`config.mk`:
```
export PLATFORM = sky130hd
export DESIGN_NAME = flash_tick_divider
export DESIGN_NICKNAME = d
export VERILOG_FILES = /design/src/rtl/ftd_pkg.sv /design/src/rtl/ftd_write_gate.sv /design/src/rtl/ftd_cfg_reg.sv /design/src/rtl/ftd_tick_counter.sv /design/src/rtl/flash_tick_divider.sv
export SDC_FILE = /design/constraint.sdc
export NUM_CORES = 1
export LEC_CHECK = 0
export ABC_AREA = 1
export BUFFER_PORTS_ARGS = -buffer_cell sky130_fd_sc_hd__buf_2
export CAP_MARGIN = 30
export CORE_ASPECT_RATIO = 0.7
export CORE_UTILIZATION = 45
export DETAILED_ROUTE_END_ITERATION = 10
export PLACE_DENSITY = 0.68
export SYNTH_ARGS = -nofsm -noshare
export SYNTH_HDL_FRONTEND = slang
export SYNTH_HIERARCHICAL = 1
export SYNTH_SLANG_ARGS = --single-unit
```
`constraint.sdc`:
```
create_clock -name clk -period 2.6 [get_ports clk]
set_input_delay 0.52 -clock clk [delete_from_list [all_inputs] [get_ports clk]]
set_output_delay 0.52 -clock clk [all_outputs]
set_load 0.01 [all_outputs]
```
`src/rtl/ftd_pkg.sv`:
```
package ftd_pkg;
  // Default width of the divide field; the register adds two flag bits above it.
  localparam int DIV_W_DEF = 6;

  typedef enum logic {
    MODE_NORMAL  = 1'b0,
    MODE_SPECIAL = 1'b1
  } ftd_mode_e;
endpackage

```
`src/rtl/ftd_write_gate.sv`:
```
module ftd_write_gate (
  input  logic wr_en,
  input  logic cmd_busy,
  output logic wr_accept
);
  // A write is refused while a flash command is running.
  assign wr_accept = wr_en & ~cmd_busy;
endmodule

```
`src/rtl/ftd_cfg_reg.sv`:
```
module ftd_cfg_reg #(
  parameter int DIV_W = ftd_pkg::DIV_W_DEF
) (
  input  logic             clk,
  input  logic             rst_n,
  input  logic             special_mode,
  input  logic             wr_accept,
  input  logic [DIV_W+1:0] wr_data,
  output logic             loaded,
  output logic             lock,
  output logic [DIV_W-1:0] div,
  output logic             div_reload
);
  localparam int LOCK_BIT = DIV_W;

  ftd_pkg::ftd_mode_e mode;
  assign mode = ftd_pkg::ftd_mode_e'(special_mode);

  // Next lock value for an accepted write.
  function automatic logic lock_next(input ftd_pkg::ftd_mode_e m,
                                     input logic cur, input logic wbit);
    if (m == ftd_pkg::MODE_SPECIAL) return wbit;
    return cur | wbit;
  endfunction

  // Next divide value for an accepted write: frozen only by a lock that
  // was already set in normal mode.
  function automatic logic [DIV_W-1:0] div_next(input ftd_pkg::ftd_mode_e m,
                                                input logic cur_lock,
                                                input logic [DIV_W-1:0] cur,
                                                input logic [DIV_W-1:0] wval);
    if (m == ftd_pkg::MODE_NORMAL && cur_lock) return cur;
    return wval;
  endfunction

  logic [DIV_W-1:0] div_d;
  logic             lock_d;

  always_comb begin
    div_d  = div;
    lock_d = lock;
    if (wr_accept) begin
      div_d  = div_next(mode, lock, div, wr_data[DIV_W-1:0]);
      lock_d = lock_next(mode, lock, wr_data[LOCK_BIT]);
    end
  end

  // The counter restarts whenever the divide field takes a new value.
  assign div_reload = (div_d != div);

  always_ff @(posedge clk or negedge rst_n) begin
    if (!rst_n) begin
      loaded <= 1'b0;
      lock   <= 1'b0;
      div    <= '0;
    end else begin
      if (wr_accept) loaded <= 1'b1;
      lock <= lock_d;
      div  <= div_d;
    end
  end
endmodule

```
`src/rtl/ftd_tick_counter.sv`:
```
module ftd_tick_counter #(
  parameter int DIV_W = ftd_pkg::DIV_W_DEF
) (
  input  logic             clk,
  input  logic             rst_n,
  input  logic             reload,
  input  logic             enable,
  input  logic [DIV_W-1:0] div,
  output logic [DIV_W-1:0] cnt,
  output logic             tick
);
  // Counts 0..div and wraps; a shrunken limit wraps at once.
  function automatic logic [DIV_W-1:0] count_next(input logic [DIV_W-1:0] c,
                                                  input logic [DIV_W-1:0] lim);
    if (c >= lim) return '0;
    return c + 1'b1;
  endfunction

  always_ff @(posedge clk or negedge rst_n) begin
    if (!rst_n)      cnt <= '0;
    else if (reload) cnt <= '0;
    else             cnt <= count_next(cnt, div);
  end

  assign tick = enable && (cnt == div);
endmodule

```
`src/rtl/flash_tick_divider.sv`:
```
module flash_tick_divider #(
  parameter int DIV_W = ftd_pkg::DIV_W_DEF,
  localparam int REG_W = DIV_W + 2
) (
  input  logic             clk,
  input  logic             rst_n,
  input  logic             special_mode,
  input  logic             cmd_busy,
  input  logic             wr_en,
  input  logic [REG_W-1:0] wr_data,
  output logic [REG_W-1:0] rd_data,
  output logic             tick
);
  // Named internal events, observed by the bound checker.
  logic             wr_accept;
  logic             div_reload;
  logic             cfg_loaded;
  logic             cfg_lock;
  logic [DIV_W-1:0] cfg_div;
  logic [DIV_W-1:0] cnt_q;

  ftd_write_gate gate_i (
    .wr_en    (wr_en),
    .cmd_busy (cmd_busy),
    .wr_accept(wr_accept)
  );

  ftd_cfg_reg #(.DIV_W(DIV_W)) cfg_i (
    .clk         (clk),
    .rst_n       (rst_n),
    .special_mode(special_mode),
    .wr_accept   (wr_accept),
    .wr_data     (wr_data),
    .loaded      (cfg_loaded),
    .lock        (cfg_lock),
    .div         (cfg_div),
    .div_reload  (div_reload)
  );

  ftd_tick_counter #(.DIV_W(DIV_W)) cnt_i (
    .clk   (clk),
    .rst_n (rst_n),
    .reload(div_reload),
    .enable(cfg_loaded),
    .div   (cfg_div),
    .cnt   (cnt_q),
    .tick  (tick)
  );

  assign rd_data = {cfg_loaded, cfg_lock, cfg_div};
endmodule

```
==> impl_metrics.toml, run 1 <==
[global_route]
antenna_found_initial = 0
grt_pass1_vias = 741
gr-usage-met3 = 0.0654
grt_use_met1 = 0.243
track_usage = 0.172
grt_pass1_wl_um = 3160
grt_overflow = 0
grt_busiest_layer = "met2"
grt_start_max_net_pins = 16
use_met2 = 0.245

[critical_path]
critical_path.cell_chain = "ha_1 > nand2_1 > nor2_1 > nand2_1 > nor2_1 > buf_2"
crit_type = "register to primary output"
r2r_slack_ps = 1080
required_ps = 2080
timing.rr.start = "cfg_i/lock"
rr_worst_depth = 10
cp-end-kind = "primary output"
critPathLaunchType = "register"
path_max_fanout = 4
cp_slowest_cell = "dfrtp_1"
cpPeakStageDelay_ps = 430
cp.arrival_ps = 1550
reg2reg_to = "cnt_i/cnt[1]"

[placed_design]
placed_cell_area_um2 = 1120
place_inst = 185
gp_congestion = 0.805
hpwl_um = 1430
port_buffers = 20

[floorplanning]
dieArea_um2 = 2480
design.core.area_um2 = 2150
die_w_um = 59.1
fp.dieH_um = 42.0
rows = 14
start_util = 0.476
ios = 22

[worst_hold_path]
hold_class = "input pin to asynchronous set/reset pin"

[cts]
cts-hold-fix-buffers = 0
cts.repair.resized = 0
clk_pin_slew_ps = 90
insertion_delay_ps = 280
h-tree-depth = 1
cts_buffer_depth = 2
cts_tree = "done"
root_buffer = "clkbuf_4"
cts_sinks = 14
cts_buffers = 3
post_cts_buffers = 0

[finish]
multi_input_area_um2 = 492
nets = 178
fillers = 217
fin_area_um2 = 1140
final_cell_mix = "inv_1 (36), nand2_1 (25), buf_2 (20)"
regArea_um2 = 350
area_growth_pct = 11.1
fin_cells = 188
layout-drive-gt1-share = 0.237
final_core_util = 0.529
final_common_cell = "inv_1"
diodes = 0

[logic_synthesis]
ys_seq_area_frac = 0.341
synth.largest_area_cell = "dfrtp_1"
netlist_area_um2 = 1030
synthTopCellsByArea = "dfrtp_1 (34%), inv_1 (13%), nand2_1 (9.1%)"
synthCells = 138
synth_cell_types = 22
ys_ff_latch = 14
yosysWarnings = 6
synth_nets = 158
syn_area_per_cell_um2 = 7.43
synth_top_cell_area_share = 0.341

[power_and_ir_drop]
leakagePower_nw = 0.669
power_density_nw_per_um2 = 559
max-vdd-ir-drop_uv = 310

[sta]
layout_min_cycle_time_ps = 2070
min_period_over_period = 0.797
setup_viol = 0
max_freq_mhz = 482
slew_headroom = 0.600
drv_slew = 0
fin_skew_ps = 10.1
holdWs_ps = 113
tns_ps = 0
rsz0062_at_grt = "false"
finalHoldViolCount = 0
worstMarginPinSlew_ps = 599

[route]
via_per_inst = 4.78
routed_wl_um = 1850
first_pass_iters = 4
drc_errors = 0
routedWlPerCell_um = 9.82
num_vias = 899
drtIter0Drc = 21
postRouteAntennaNets = 0

[outcome]
outcome = "finished clean"

[run]
cap_viol_max_count = 0
-- area by class of cell --
class / count / area share
inverters: 36 / 0.119
flip-flops and latches: 14 / 0.307
multi-input cells: 83 / 0.431
repair buffers: 20 / 0.0878
well taps: 32 / 0.0351
clock buffers: 3 / 0.0198
-- sequential cells by signal, summed over array words and instances (netlist names) --
register / flops
cfg_i/loaded: 1
cfg_i/div: 6
cfg_i/lock: 1
cnt_i/cnt: 6
-- how the worst max path moves through the flow --
stage	from	slack, ps	to	cells past startpoint
floorplan	cfg_i/div[3]	920	tick	6
global placement	cmd_busy	630	cnt_i/cnt[0]	11
detailed placement	cmd_busy	590	cnt_i/cnt[0]	11
CTS	cnt_i/cnt[3]	520	tick	6
global route	cnt_i/cnt[3]	380	tick	6
finish	cnt_i/cnt[3]	530	tick	6
-- power breakdown --
part	internal, mW	leakage [nW]	switching (mW)	total, mW
sequential	0.253	0.165	0.0374	0.291
combinational	0.0930	0.490	0.133	0.226
clock	0.0537	0.0138	0.0672	0.121
total	0.400	0.669	0.237	0.638
-- synthesized netlist by cell type --
| master | instances |
|---|---|
| nor3_2 | 2 |
| o22ai_1 | 1 |
| xor2_1 | 1 |
| o21ai_1 | 3 |
| or2_2 | 1 |
| a21oi_1 | 1 |
| xnor2_1 | 2 |
| nor3_1 | 2 |
| ha_1 | 7 |
| nand2_1 | 25 |
| nand2_2 | 5 |
| buf_6 | 3 |
| o21ai_2 | 4 |
| nand4_1 | 11 |
| buf_4 | 2 |
| nor2_1 | 10 |
| nor3b_2 | 1 |
| inv_1 | 36 |
| o21ai_0 | 1 |
| nor2_2 | 1 |
| dfrtp_1 | 14 |
| nand3_1 | 5 |
-- cells by family (layout without fill, tap and decap cells) --
kind of cell               Yosys count  count (layout)  share of synthesized area
buffers and inverters               41              59                      0.179
DFF                                 14              14                      0.341
and+or+nand+nor                     63              63                      0.304
AOI/OAI and AO/OA                   10              10                     0.0646
xor gates and xnor gates             3               3                     0.0256
adders and majority gates            7               7                     0.0854
-- critical path, delay by kind of cell (launching register included) --
kind | cells | cell delay (ps)
simple gates | 4 | 400
flops | 1 | 430
buf+inv | 1 | 130
fa+ha+maj | 1 | 310
-- per-layer routing --
layer | up-vias | share of wire
met5 | - | 0
met4 | 0 | 0.0070
met3 | 2 | 0.065
met2 | 26 | 0.41
met1 | 403 | 0.51
li1 | 468 | -
-- stage by stage --
| step | power [mW] | setup slack [ps] |
|---|---|---|
| 2_1_floorplan | 0.461 | 916 |
| 3_3_place_gp | 0.513 | 626 |
| 3_5_place_dp | 0.520 | 592 |
| 4_1_cts | 0.647 | 515 |
| 5_1_grt | 0.696 | 378 |
| 6_report | 0.638 | 527 |
(Power assumes the default switching activity.)
==> inputs of run 2 (changes only) <==
--- a/config.mk
+++ b/config.mk
@@ -5,13 +5,12 @@
 export SDC_FILE = /design/constraint.sdc
 export NUM_CORES = 1
 export LEC_CHECK = 0
-export ABC_AREA = 1
+export ABC_AREA = 0
 export BUFFER_PORTS_ARGS = -buffer_cell sky130_fd_sc_hd__buf_2
 export CAP_MARGIN = 30
-export CORE_ASPECT_RATIO = 0.7
 export CORE_UTILIZATION = 45
 export DETAILED_ROUTE_END_ITERATION = 10
-export PLACE_DENSITY = 0.68
+export PLACE_DENSITY = 0.73
 export SYNTH_ARGS = -nofsm -noshare
 export SYNTH_HDL_FRONTEND = slang
 export SYNTH_HIERARCHICAL = 1
==> constraint.sdc (replaced) <==
create_clock -name clk -period 1.7 [get_ports clk]
set_input_delay 0.34 -clock clk [delete_from_list [all_inputs] [get_ports clk]]
set_output_delay 0.34 -clock clk [all_outputs]
set_load 0.01 [all_outputs]
==> run 2 against run 1 <==
Net effect: the run now ends with setup timing left; highest routed layer unchanged; worst hold slack better by 180 ps; synthesized cell count decreased by 46%; non-clock buffer count increased by 9; die area fell by 19%; clock skew is 7.3 ps lower; utilization is 12 points higher; critical path depth is the same; register-to-register slack lost 1200 ps; wire length fell by 19%; area after synthesis fell by 20%; clock power grew 50%.
==> impl_metrics.toml, run 2 <==
[outcome]
outcome = "finished with violations"
violations = "setup timing"

[cts]
root_buffer = "clkbuf_4"
cts_buffer_depth = 2
clk_pin_slew_ps = 80
cts_sinks = 14
cts_buffers = 3
insertion_delay_ps = 270
cts_tree = "done"
h-tree-depth = 1

[route]
drc_errors = 0
postRouteAntennaNets = 0
drtIter0Drc = 3
routedWlPerCell_um = 11.6
routed_wl_um = 1490
via_per_inst = 4.95
first_pass_iters = 4
num_vias = 638

[finish]
reg_top3 = "cfg_i/div (6), cnt_i/cnt (6)"
final_cell_mix = "buf_2 (20), dfrtp_1 (14), inv_1 (8)"
diodes = 0
layout-drive-gt1-share = 0.510
area_growth_pct = 36.9
final_common_cell = "buf_2"
nets = 126

[critical_path]
required_ps = 1360
cp-end-kind = "primary output"
crit_type = "register to primary output"
r2r_slack_ps = -90
cp.arrival_ps = 1490
path_max_fanout = 3
critPathLaunchType = "register"

[logic_synthesis]
synthCells = 74
synth_top_cell_area_share = 0.426
synth-compound-area-share = 0.0927
syn_area_per_cell_um2 = 11.1
async_flop_share = 1.00
ys_ff_latch = 14
ys_seq_area_frac = 0.426
ys.flop_type = "dfrtp_1"
synth.largest_area_cell = "dfrtp_1"
synth_nets = 94
netlist_area_um2 = 823
yosysMostFrequentCell = "dfrtp_1"
yosysWarnings = 6
synth-adder-area-share = 0.106
synth-xor-area-share = 0.0957
synthMuxAreaShare = 0.0821
synth_edf_count = 0
synth_cell_types = 26
synth_top_family_by_area = "simple AND/OR/NAND/NOR gates"
synthTopCellsByArea = "dfrtp_1 (43%), ha_1 (11%), mux2_2 (8.2%)"
netlist_top_cells_count = "dfrtp_1 (14), inv_1 (9), ha_1 (7), mux2_2 (6), xor2_1 (6)"
synth-simple-area-share = 0.138

[sta]
holdWs_ps = 296
finalHoldViolCount = 0
rsz0062_at_grt = "true"
drv_slew = 0
min_period_over_period = 1.08
slew_headroom = 0.774
tns_ps = -386
fin_ws_ps = -130
worstMarginPinSlew_ps = 335
fin_skew_ps = 2.78
setup_viol = 7
layout_min_cycle_time_ps = 1830
max_freq_mhz = 546

[floorplanning]
fp.dieH_um = 44.8
start_util = 0.477
rows = 15
dieArea_um2 = 2000
die_w_um = 44.8
ios = 22
design.core.area_um2 = 1730

[power_and_ir_drop]
max-vdd-ir-drop_uv = 629
power_density_nw_per_um2 = 1080
power_mw = 1.22
leakagePower_nw = 0.530

[global_route]
grt_pass1_vias = 602
grt_start_max_net_pins = 15
track_usage = 0.172
antenna_found_initial = 0
grt_pass1_wl_um = 2430
grt_overflow = 0

[worst_hold_path]
hold_class = "input pin to register"

[placed_design]
gp_congestion = 0.753
hpwl_um = 1110
port_buffers = 20

[run]
cap_viol_max_count = 0
==> run 2: changes by cell type in the layout (fill, tap and decap cells not counted), sizes merged, moves of 3 or more <==
cell	previous run	this run
nand2	30	4
xor2	1	6
nand3	5	2
o21ai	8	2
buf	20	28
nand4	11	1
nor2	11	0
inv	36	9
nor3	4	1
mux2	0	6
nor4	0	5
==> run 2: critical path, stage by stage, from the launching register on <==
cell and delay, ps:
dfrtp_1 370, buf_6 110, inv_4 30, ha_4 240, nand4_1 150, nor3_2 170, buf_2 150
==> run 2: power by group <==
part	switching, mW	internal, mW
clock	0.100	0.0818
sequential	0.0730	0.409
combinational	0.266	0.290
==> run 2: cell type report <==
type	count	area [um^2]
clock buffer	3	22.5
fill	148	599
inverter	9	36.3
multi-input combinational	49	509
sequential	14	350
tap	25	31.3
timing repair buffer	29	178
==> run 2: kinds of logic after synthesis <==
| family | count (synthesis) |
|---|---|
| multiplexers | 6 |
| flip-flops | 14 |
| AO/OA/AOI/OAI | 9 |
| XOR/XNOR | 9 |
| adder cells (fa/ha/maj) | 7 |
| AND/OR/NAND/NOR | 18 |
| buffers and inverters | 11 |
==> run 2: metal layers <==
layer,vias up,share of wire,GRT usage,wire length [um]
met4,0,0.015,0.109,23
li1,319,-,-,-
met5,-,0,0,0
met2,12,0.50,0.271,738
met1,305,0.46,0.223,678
met3,2,0.034,0.0240,50
==> run 2: metrics by stage <==
| stage | utilization | instance area (um^2) | setup slack, ps | std cells |
|---|---|---|---|---|
| 2_1_floorplan | - | 823 | 78.2 | 74 |
| 3_3_place_gp | 0.562 | 970 | -28.9 | 121 |
| 3_5_place_dp | 0.562 | 970 | -89.0 | 121 |
| 4_1_cts | 0.616 | 1060 | -156 | 129 |
| 5_1_grt | 0.653 | 1130 | -243 | 129 |
| 6_report | 0.653 | 1130 | -130 | 129 |
==> run 2: final timing paths <==
check | depth (start not counted) | endpoint | startpoint
hold / removal | 2 | cfg_i/lock | wr_data[6]
setup reg to reg | 6 | cnt_i/cnt[3] | cfg_i/div[3]
min in group asynchronous | 2 | cnt_i/cnt[5] | rst_n
setup / recovery | 6 | tick | cfg_i/div[4]
hold reg to reg | 1 | cfg_i/loaded | cfg_i/loaded
max in group asynchronous | 2 | cfg_i/div[3] | rst_n
==> run 2: timing repair <==
| action | 4_1_cts | 5_1_grt |
|---|---|---|
| endpoints found under the setup margin | 4 | 7 |
| hold buffers | 1 | 0 |
| setup buffers | 4 | 0 |
| gates resized for setup | 6 | 10 |
| pin swaps | 6 | 11 |
| hold endpoints to repair | 14 | 0 |
